$ cat config.mk
export PLATFORM = sky130hd
export DESIGN_NAME = lampdrv_i2c_regs
export DESIGN_NICKNAME = d
export VERILOG_FILES = /design/src/rtl/lampdrv_pkg.sv /design/src/rtl/lampdrv_line_sync.sv /design/src/rtl/lampdrv_i2c_engine.sv /design/src/rtl/lampdrv_reg_bank.sv /design/src/rtl/lampdrv_i2c_regs.sv
export SDC_FILE = /design/constraint.sdc
export NUM_CORES = 1
export LEC_CHECK = 0
export BUFFER_PORTS_ARGS = -buffer_cell sky130_fd_sc_hd__buf_2
export CELL_PAD_IN_SITES_DETAIL_PLACEMENT = 1
export CELL_PAD_IN_SITES_GLOBAL_PLACEMENT = 2
export CORE_MARGIN = 1
export CORE_UTILIZATION = 36
export CTS_CLUSTER_SIZE = 25
export DETAILED_ROUTE_END_ITERATION = 6
export PLACE_DENSITY_LB_ADDON = 0.1
export SLEW_MARGIN = 25
export SYNTH_ARGS = -nofsm -noshare
export SYNTH_HDL_FRONTEND = slang
export SYNTH_HIERARCHICAL = 1
export SYNTH_SLANG_ARGS = --single-unit
$ cat constraint.sdc
create_clock -name clk -period 6 [get_ports clk]
set_input_delay 0.6 -clock clk [delete_from_list [all_inputs] [get_ports clk]]
set_output_delay 0.6 -clock clk [all_outputs]
set_load 0.02 [all_outputs]
$ cat src/rtl/lampdrv_pkg.sv
package lampdrv_pkg;
  localparam int BYTE_W  = 8;
  localparam int NUM_REG = 4;
  localparam int PTR_W   = $clog2(NUM_REG);
  localparam int NUM_RW  = NUM_REG - 1;
  localparam int NUM_EVT = 5;
  localparam int CNT_W   = $clog2(BYTE_W + 1);

  localparam logic [PTR_W-1:0] IDX_CMD  = PTR_W'(0);
  localparam logic [PTR_W-1:0] IDX_DIM  = PTR_W'(1);
  localparam logic [PTR_W-1:0] IDX_AUX  = PTR_W'(2);
  localparam logic [PTR_W-1:0] IDX_STAT = PTR_W'(3);

  typedef enum logic [3:0] {
    S_IDLE,
    S_ADDR,
    S_ADDR_ACK,
    S_PTR,
    S_PTR_ACK,
    S_WDAT,
    S_WDAT_ACK,
    S_RDAT,
    S_RACK
  } eng_state_e;
endpackage

$ cat src/rtl/lampdrv_line_sync.sv
module lampdrv_line_sync #(
  parameter int W      = 2,
  parameter int STAGES = 2
) (
  input  logic         clk,
  input  logic         rst_n,
  input  logic [W-1:0] din,
  output logic [W-1:0] lvl,
  output logic [W-1:0] rise,
  output logic [W-1:0] fall
);
  logic [W-1:0] stg [STAGES];
  logic [W-1:0] prev_q;

  for (genvar s = 0; s < STAGES; s++) begin : g_stage
    if (s == 0) begin : g_first
      always_ff @(posedge clk or negedge rst_n) begin
        if (!rst_n) stg[0] <= '1;
        else        stg[0] <= din;
      end
    end else begin : g_next
      always_ff @(posedge clk or negedge rst_n) begin
        if (!rst_n) stg[s] <= '1;
        else        stg[s] <= stg[s-1];
      end
    end
  end

  always_ff @(posedge clk or negedge rst_n) begin
    if (!rst_n) prev_q <= '1;
    else        prev_q <= stg[STAGES-1];
  end

  assign lvl  = stg[STAGES-1];
  assign rise = stg[STAGES-1] & ~prev_q;
  assign fall = ~stg[STAGES-1] & prev_q;
endmodule

$ cat src/rtl/lampdrv_i2c_engine.sv
module lampdrv_i2c_engine
  import lampdrv_pkg::*;
(
  input  logic              clk,
  input  logic              rst_n,
  input  logic              scl,
  input  logic              sda,
  input  logic              scl_rise,
  input  logic              scl_fall,
  input  logic              sda_rise,
  input  logic              sda_fall,
  input  logic              uvlo,
  input  logic [6:0]        dev_addr,
  input  logic [BYTE_W-1:0] rd_data,
  output logic [PTR_W-1:0]  ptr,
  output logic              rd_req,
  output logic              wr_stb,
  output logic [PTR_W-1:0]  wr_idx,
  output logic [BYTE_W-1:0] wr_data,
  output logic              sda_oe,
  output logic              ack_go
);
  eng_state_e        state_q, state_n;
  logic [CNT_W-1:0]  cnt_q, cnt_n;
  logic [BYTE_W-1:0] sh_q, sh_n;
  logic              rw_q, rw_n;
  logic              mack_q, mack_n;
  logic [PTR_W-1:0]  ptr_q, ptr_n;
  logic              oe_q, oe_n;
  logic              wstb_q, wstb_n;
  logic [PTR_W-1:0]  widx_q, widx_n;
  logic [BYTE_W-1:0] wdat_q, wdat_n;
  logic              start_det, stop_det, byte_end;

  assign start_det = sda_fall & scl;
  assign stop_det  = sda_rise & scl;
  assign byte_end  = scl_fall & (cnt_q == CNT_W'(BYTE_W));

  always_comb begin
    state_n = state_q;
    cnt_n   = cnt_q;
    sh_n    = sh_q;
    rw_n    = rw_q;
    mack_n  = mack_q;
    ptr_n   = ptr_q;
    oe_n    = oe_q;
    wstb_n  = 1'b0;
    widx_n  = widx_q;
    wdat_n  = wdat_q;
    rd_req  = 1'b0;
    ack_go  = 1'b0;
    if (start_det) begin
      state_n = S_ADDR;
      cnt_n   = '0;
      oe_n    = 1'b0;
    end else if (stop_det) begin
      state_n = S_IDLE;
      oe_n    = 1'b0;
    end else begin
      unique case (state_q)
        S_ADDR, S_PTR, S_WDAT: begin
          if (scl_rise) begin
            sh_n  = {sh_q[BYTE_W-2:0], sda};
            cnt_n = cnt_q + CNT_W'(1);
          end else if (byte_end) begin
            cnt_n = '0;
            if (uvlo) begin
              state_n = S_IDLE;
            end else if (state_q == S_ADDR) begin
              if (sh_q[BYTE_W-1:1] == dev_addr) begin
                state_n = S_ADDR_ACK;
                rw_n    = sh_q[0];
                oe_n    = 1'b1;
                ack_go  = 1'b1;
              end else begin
                state_n = S_IDLE;
              end
            end else if (state_q == S_PTR) begin
              state_n = S_PTR_ACK;
              ptr_n   = sh_q[PTR_W-1:0];
              oe_n    = 1'b1;
              ack_go  = 1'b1;
            end else begin
              state_n = S_WDAT_ACK;
              wstb_n  = 1'b1;
              widx_n  = ptr_q;
              wdat_n  = sh_q;
              ptr_n   = ptr_q + PTR_W'(1);
              oe_n    = 1'b1;
              ack_go  = 1'b1;
            end
          end
        end
        S_ADDR_ACK: begin
          if (scl_fall) begin
            cnt_n = '0;
            if (rw_q) begin
              state_n = S_RDAT;
              rd_req  = 1'b1;
              sh_n    = rd_data;
              oe_n    = ~rd_data[BYTE_W-1];
              ptr_n   = ptr_q + PTR_W'(1);
            end else begin
              state_n = S_PTR;
              oe_n    = 1'b0;
            end
          end
        end
        S_PTR_ACK, S_WDAT_ACK: begin
          if (scl_fall) begin
            state_n = S_WDAT;
            cnt_n   = '0;
            oe_n    = 1'b0;
          end
        end
        S_RDAT: begin
          if (scl_rise) begin
            cnt_n = cnt_q + CNT_W'(1);
          end else if (byte_end) begin
            state_n = S_RACK;
            oe_n    = 1'b0;
          end else if (scl_fall) begin
            sh_n = {sh_q[BYTE_W-2:0], 1'b0};
            oe_n = ~sh_q[BYTE_W-2];
          end
        end
        S_RACK: begin
          if (scl_rise) begin
            mack_n = ~sda;
          end else if (scl_fall) begin
            if (mack_q) begin
              state_n = S_RDAT;
              cnt_n   = '0;
              rd_req  = 1'b1;
              sh_n    = rd_data;
              oe_n    = ~rd_data[BYTE_W-1];
              ptr_n   = ptr_q + PTR_W'(1);
            end else begin
              state_n = S_IDLE;
            end
          end
        end
        default: ;
      endcase
    end
  end

  always_ff @(posedge clk or negedge rst_n) begin
    if (!rst_n) begin
      state_q <= S_IDLE;
      cnt_q   <= '0;
      sh_q    <= '0;
      rw_q    <= 1'b0;
      mack_q  <= 1'b0;
      ptr_q   <= '0;
      oe_q    <= 1'b0;
      wstb_q  <= 1'b0;
      widx_q  <= '0;
      wdat_q  <= '0;
    end else begin
      state_q <= state_n;
      cnt_q   <= cnt_n;
      sh_q    <= sh_n;
      rw_q    <= rw_n;
      mack_q  <= mack_n;
      ptr_q   <= ptr_n;
      oe_q    <= oe_n;
      wstb_q  <= wstb_n;
      widx_q  <= widx_n;
      wdat_q  <= wdat_n;
    end
  end

  assign ptr     = ptr_q;
  assign sda_oe  = oe_q;
  assign wr_stb  = wstb_q;
  assign wr_idx  = widx_q;
  assign wr_data = wdat_q;
endmodule

$ cat src/rtl/lampdrv_reg_bank.sv
module lampdrv_reg_bank
  import lampdrv_pkg::*;
(
  input  logic               clk,
  input  logic               rst_n,
  input  logic               wr_stb,
  input  logic [PTR_W-1:0]   wr_idx,
  input  logic [BYTE_W-1:0]  wr_data,
  input  logic               rd_req,
  input  logic [PTR_W-1:0]   rd_idx,
  input  logic [NUM_EVT-1:0] evt,
  input  logic               flash_run,
  output logic [BYTE_W-1:0]  rd_data,
  output logic [BYTE_W-1:0]  cmd_byte,
  output logic [BYTE_W-1:0]  dim_byte,
  output logic [BYTE_W-1:0]  aux_byte,
  output logic               cmd_wr,
  output logic               attn_n
);
  localparam int PAD_W = BYTE_W - NUM_EVT - 1;

  logic [BYTE_W-1:0]  rw_q [NUM_RW];
  logic [BYTE_W-1:0]  rw_n [NUM_RW];
  logic [NUM_EVT-1:0] lat_q, lat_n;
  logic               cwr_q, cwr_n;
  logic               stat_clr;

  for (genvar g = 0; g < NUM_RW; g++) begin : g_rw
    always_comb begin
      rw_n[g] = rw_q[g];
      if (wr_stb && (wr_idx == PTR_W'(g))) rw_n[g] = wr_data;
    end
    always_ff @(posedge clk or negedge rst_n) begin
      if (!rst_n) rw_q[g] <= '0;
      else        rw_q[g] <= rw_n[g];
    end
  end

  assign stat_clr = rd_req && (rd_idx == IDX_STAT);

  always_comb begin
    lat_n = lat_q;
    if (stat_clr) lat_n = '0;
    lat_n = lat_n | evt;
    cwr_n = wr_stb && (wr_idx == IDX_CMD);
  end

  always_ff @(posedge clk or negedge rst_n) begin
    if (!rst_n) begin
      lat_q <= '0;
      cwr_q <= 1'b0;
    end else begin
      lat_q <= lat_n;
      cwr_q <= cwr_n;
    end
  end

  always_comb begin
    unique case (rd_idx)
      IDX_CMD:  rd_data = rw_q[0];
      IDX_DIM:  rd_data = rw_q[1];
      IDX_AUX:  rd_data = rw_q[2];
      default:  rd_data = {{PAD_W{1'b0}}, lat_q, flash_run};
    endcase
  end

  assign cmd_byte = rw_q[0];
  assign dim_byte = rw_q[1];
  assign aux_byte = rw_q[2];
  assign cmd_wr   = cwr_q;
  assign attn_n   = ~(|lat_q);
endmodule

$ cat src/rtl/lampdrv_i2c_regs.sv
module lampdrv_i2c_regs
  import lampdrv_pkg::*;
#(
  parameter int         SYNC_STAGES = 2,
  parameter logic [6:0] ADDR_BASE   = 7'b0110000
) (
  input  logic               clk,
  input  logic               rst_n,
  input  logic               scl_i,
  input  logic               sda_i,
  output logic               sda_oe_o,
  input  logic [1:0]         addr_sel_i,
  input  logic               uvlo_i,
  input  logic [NUM_EVT-1:0] evt_i,
  input  logic               flash_run_i,
  output logic               pwr_on_o,
  output logic               trig_en_o,
  output logic               torch_on_o,
  output logic               ntc_on_o,
  output logic [3:0]         tmo_code_o,
  output logic [3:0]         torch_lvl_o,
  output logic [3:0]         flash_lvl_o,
  output logic [7:0]         aux_o,
  output logic               cmd_wr_o,
  output logic               attn_n_o
);
  logic [1:0]        rst_pipe;
  logic              rst_core_n;
  logic [1:0]        ln_lvl, ln_rise, ln_fall;
  logic              scl_lvl;
  logic [6:0]        dev_addr;
  logic [PTR_W-1:0]  ptr;
  logic              rd_req, wr_stb, ack_go;
  logic [PTR_W-1:0]  wr_idx;
  logic [BYTE_W-1:0] wr_data, rd_data;
  logic [BYTE_W-1:0] cmd_byte, dim_byte, aux_byte;

  always_ff @(posedge clk or negedge rst_n) begin
    if (!rst_n) rst_pipe <= '0;
    else        rst_pipe <= {rst_pipe[0], 1'b1};
  end
  assign rst_core_n = rst_pipe[1];

  lampdrv_line_sync #(.W(2), .STAGES(SYNC_STAGES)) u_sync (
    .clk  (clk),
    .rst_n(rst_core_n),
    .din  ({scl_i, sda_i}),
    .lvl  (ln_lvl),
    .rise (ln_rise),
    .fall (ln_fall)
  );
  assign scl_lvl  = ln_lvl[1];
  assign dev_addr = {ADDR_BASE[6:2], addr_sel_i};

  lampdrv_i2c_engine u_eng (
    .clk     (clk),
    .rst_n   (rst_core_n),
    .scl     (ln_lvl[1]),
    .sda     (ln_lvl[0]),
    .scl_rise(ln_rise[1]),
    .scl_fall(ln_fall[1]),
    .sda_rise(ln_rise[0]),
    .sda_fall(ln_fall[0]),
    .uvlo    (uvlo_i),
    .dev_addr(dev_addr),
    .rd_data (rd_data),
    .ptr     (ptr),
    .rd_req  (rd_req),
    .wr_stb  (wr_stb),
    .wr_idx  (wr_idx),
    .wr_data (wr_data),
    .sda_oe  (sda_oe_o),
    .ack_go  (ack_go)
  );

  lampdrv_reg_bank u_bank (
    .clk      (clk),
    .rst_n    (rst_core_n),
    .wr_stb   (wr_stb),
    .wr_idx   (wr_idx),
    .wr_data  (wr_data),
    .rd_req   (rd_req),
    .rd_idx   (ptr),
    .evt      (evt_i),
    .flash_run(flash_run_i),
    .rd_data  (rd_data),
    .cmd_byte (cmd_byte),
    .dim_byte (dim_byte),
    .aux_byte (aux_byte),
    .cmd_wr   (cmd_wr_o),
    .attn_n   (attn_n_o)
  );

  assign pwr_on_o    = cmd_byte[7];
  assign trig_en_o   = cmd_byte[6];
  assign torch_on_o  = cmd_byte[5];
  assign ntc_on_o    = cmd_byte[4];
  assign tmo_code_o  = cmd_byte[3:0];
  assign torch_lvl_o = dim_byte[7:4];
  assign flash_lvl_o = dim_byte[3:0];
  assign aux_o       = aux_byte;
endmodule

==> results_dict.tcl <==
set metrics [dict create \
    maxSlewHeadroom_pct 33.00 \
    p_leak_nw 1.933 \
    power.density_nw_per_um2 366.8 \
    status "finished clean" \
    dieArea_um2 10730 \
    htreeDepth 3 \
    cp-start-kind "register" \
    drt_wl_total_mm 9.317 \
    final_common_cell "dfrtp_1" \
    cp_max_fo 11 \
    drt_iter0_markers 111 \
    chipHeight_um 103.6 \
    finalSetupViolCount 0 \
    drive_above_1_share_pct 33.24 \
    hold_viol 0 \
    fin_hold_ws_ps 31.32 \
    firstDrtPassIters 4 \
    syn_area_um2 3715 \
    port_buffers 39 \
    fin_skew_ps 12.91 \
    critPathBufInv 0 \
    r2r-end "u_eng/wr_data[1]$_DFFE_PN0P_" \
    cts_tree "done" \
    grt_usage_pct 18.88 \
    cts-resized-gates 0 \
    slowest_delay_ps 770 \
    path_delay_family "simple AND/OR/NAND/NOR gates" \
    path_class "reg2reg" \
    path_cells "and2b_2 > o21ai_0 > nand3_1 > nor2_1 > mux2_2" \
    diodes 0 \
    grt_antenna_before_repair 0 \
    max_slew.worst_pin.slew_ps 994.5 \
    wl_per_cell_um 18.75 \
    grt_pass1_wl_mm 15.47 \
    routabilityCongestion 0.7660 \
    viasPerCell 5.487 \
    slew_viol_final 0 \
    fmax_mhz 329.6 \
    r2r_start "u_sync/lvl[0]$_DFF_PN1_" \
    mostFrequentLayoutCells "dfrtp_1, buf_2, mux2_2, a21oi_1, nand2_1" \
    syn_avg_cell_area_um2 11.54 \
    rsz0062_at_grt "false" \
    cts_buffers 9 \
    syn2layout_area_growth_pct 12.36 \
    dr_total_vias 2727 \
    grt_pass1_vias 2772 \
    cts_buffer_depth 2 \
    crit_arrival_ps 3260 \
    post-route-drc-count 0 \
    core_um2 9910 \
    timing.final.crit_share_pct 50.57 \
    ctsHoldBuffers 0 \
    maxCapViolCount 0 \
    cp.required_ps 6230 \
    grt_max_degree 55 \
    rrSetupSlack_ps 2970 \
    postLayoutCellArea_um2 4174 \
    cts_setup_buffers 0 \
    cts-root-buf "clkbuf_8" \
    nets 374 \
    min_path_type "in2async" \
    yosys_warnings 6 \
    grt_overflow 0 \
    core.rowCount 36 \
    dpl-instance-area_um2 3990 \
    ir_drop_v 0.0001517 \
    rr_worst_depth 5 \
    clk_pin_slew_ps 70 \
    dpl.hpwl_mm 6.603 \
    synth_cells 322 \
    endpoint_kind "register" \
    pin_count 40 \
    clock_sinks 70 \
    die_w_um 103.6 \
    cp_slowest_cell "o21ai_0" \
    finalSetupTns_ps 0 \
    start_util_pct 37.49 \
    clk_latency_ps 350 \
    min_period_ps 3034 \
    antenna_left 0 \
]
worst reg2reg max path: cells and delay by family (launching register included):
| kind | cells | cell delay [ps] |
|---|---|---|
| compound gates | 1 | 770 |
| flops | 1 | 560 |
| simple gates | 3 | 1180 |
| mux | 1 | 420 |
where the power goes:
group | switching (mW) | internal, mW | total (mW)
combinational | 0.258 | 0.235 | 0.494
sequential | 0.142 | 0.526 | 0.668
clock | 0.177 | 0.193 | 0.370
total | 0.577 | 0.954 | 1.53
worst max path at each step:
| stage | cells after the start | startpoint | endpoint |
|---|---|---|---|
| after floorplan | 6 | u_sync/prev_q[1]$_DFF_PN1_ | u_eng/ptr[1]$_DFFE_PN0P_ |
| after global placement | 5 | u_sync/lvl[0]$_DFF_PN1_ | u_eng/wr_data[3]$_DFFE_PN0P_ |
| after detailed placement | 6 | u_sync/lvl[0]$_DFF_PN1_ | u_eng/sh_q[3]$_DFFE_PN0P_ |
| after CTS | 6 | u_sync/lvl[0]$_DFF_PN1_ | u_eng/sh_q[3]$_DFFE_PN0P_ |
| after global routing | 5 | u_sync/lvl[0]$_DFF_PN1_ | u_eng/wr_idx[1]$_DFFE_PN0P_ |
| final | 5 | u_sync/lvl[0]$_DFF_PN1_ | u_eng/wr_data[1]$_DFFE_PN0P_ |
area by class of cell:
cell class	instances	area (µm²)
clock buffers	14	142.6
clock inverters	2	35.03
fillers	1114	5736
inverters	8	30.03
multi-input cells	229	1829
flip-flops and latches	70	1760
well taps	133	166.4
repair buffers	41	210.2
sequential cells by signal, summed over array words and instances (netlist names), 2 cells and up:
register / flops
u_eng/wr_data: 8
rst_pipe: 2
u_sync/stg: 2
u_eng/state_q: 4
u_eng/ptr: 2
u_sync/prev_q: 2
u_bank/dim_byte: 8
u_eng/cnt_q: 4
u_bank/lat_q: 5
u_sync/lvl: 2
u_eng/wr_idx: 2
u_bank/aux_byte: 8
u_eng/sh_q: 8
u_bank/cmd_byte: 8
layer usage:
layer	vias to the layer above	part of all wire (%)	global-route usage, %
li1	1270	-	-
met1	1407	53	28.36
met2	42	43	26.94
met3	8	3.4	3.839
met4	0	1.4	6.211
met5	-	0	0
per-stage QoR:
step | total power [mW] | util [%] | instances | setup WS [ps]
floorplan | 1.051 | - | 326 | 3753
global placement | 1.169 | 40.27 | 481 | 2922
detailed placement | 1.170 | 40.27 | 481 | 2873
CTS | 1.539 | 42.06 | 497 | 2864
global route | 1.634 | 42.12 | 497 | 2597
finish | 1.531 | 42.12 | 497 | 2966
(Power assumes the default switching activity.)
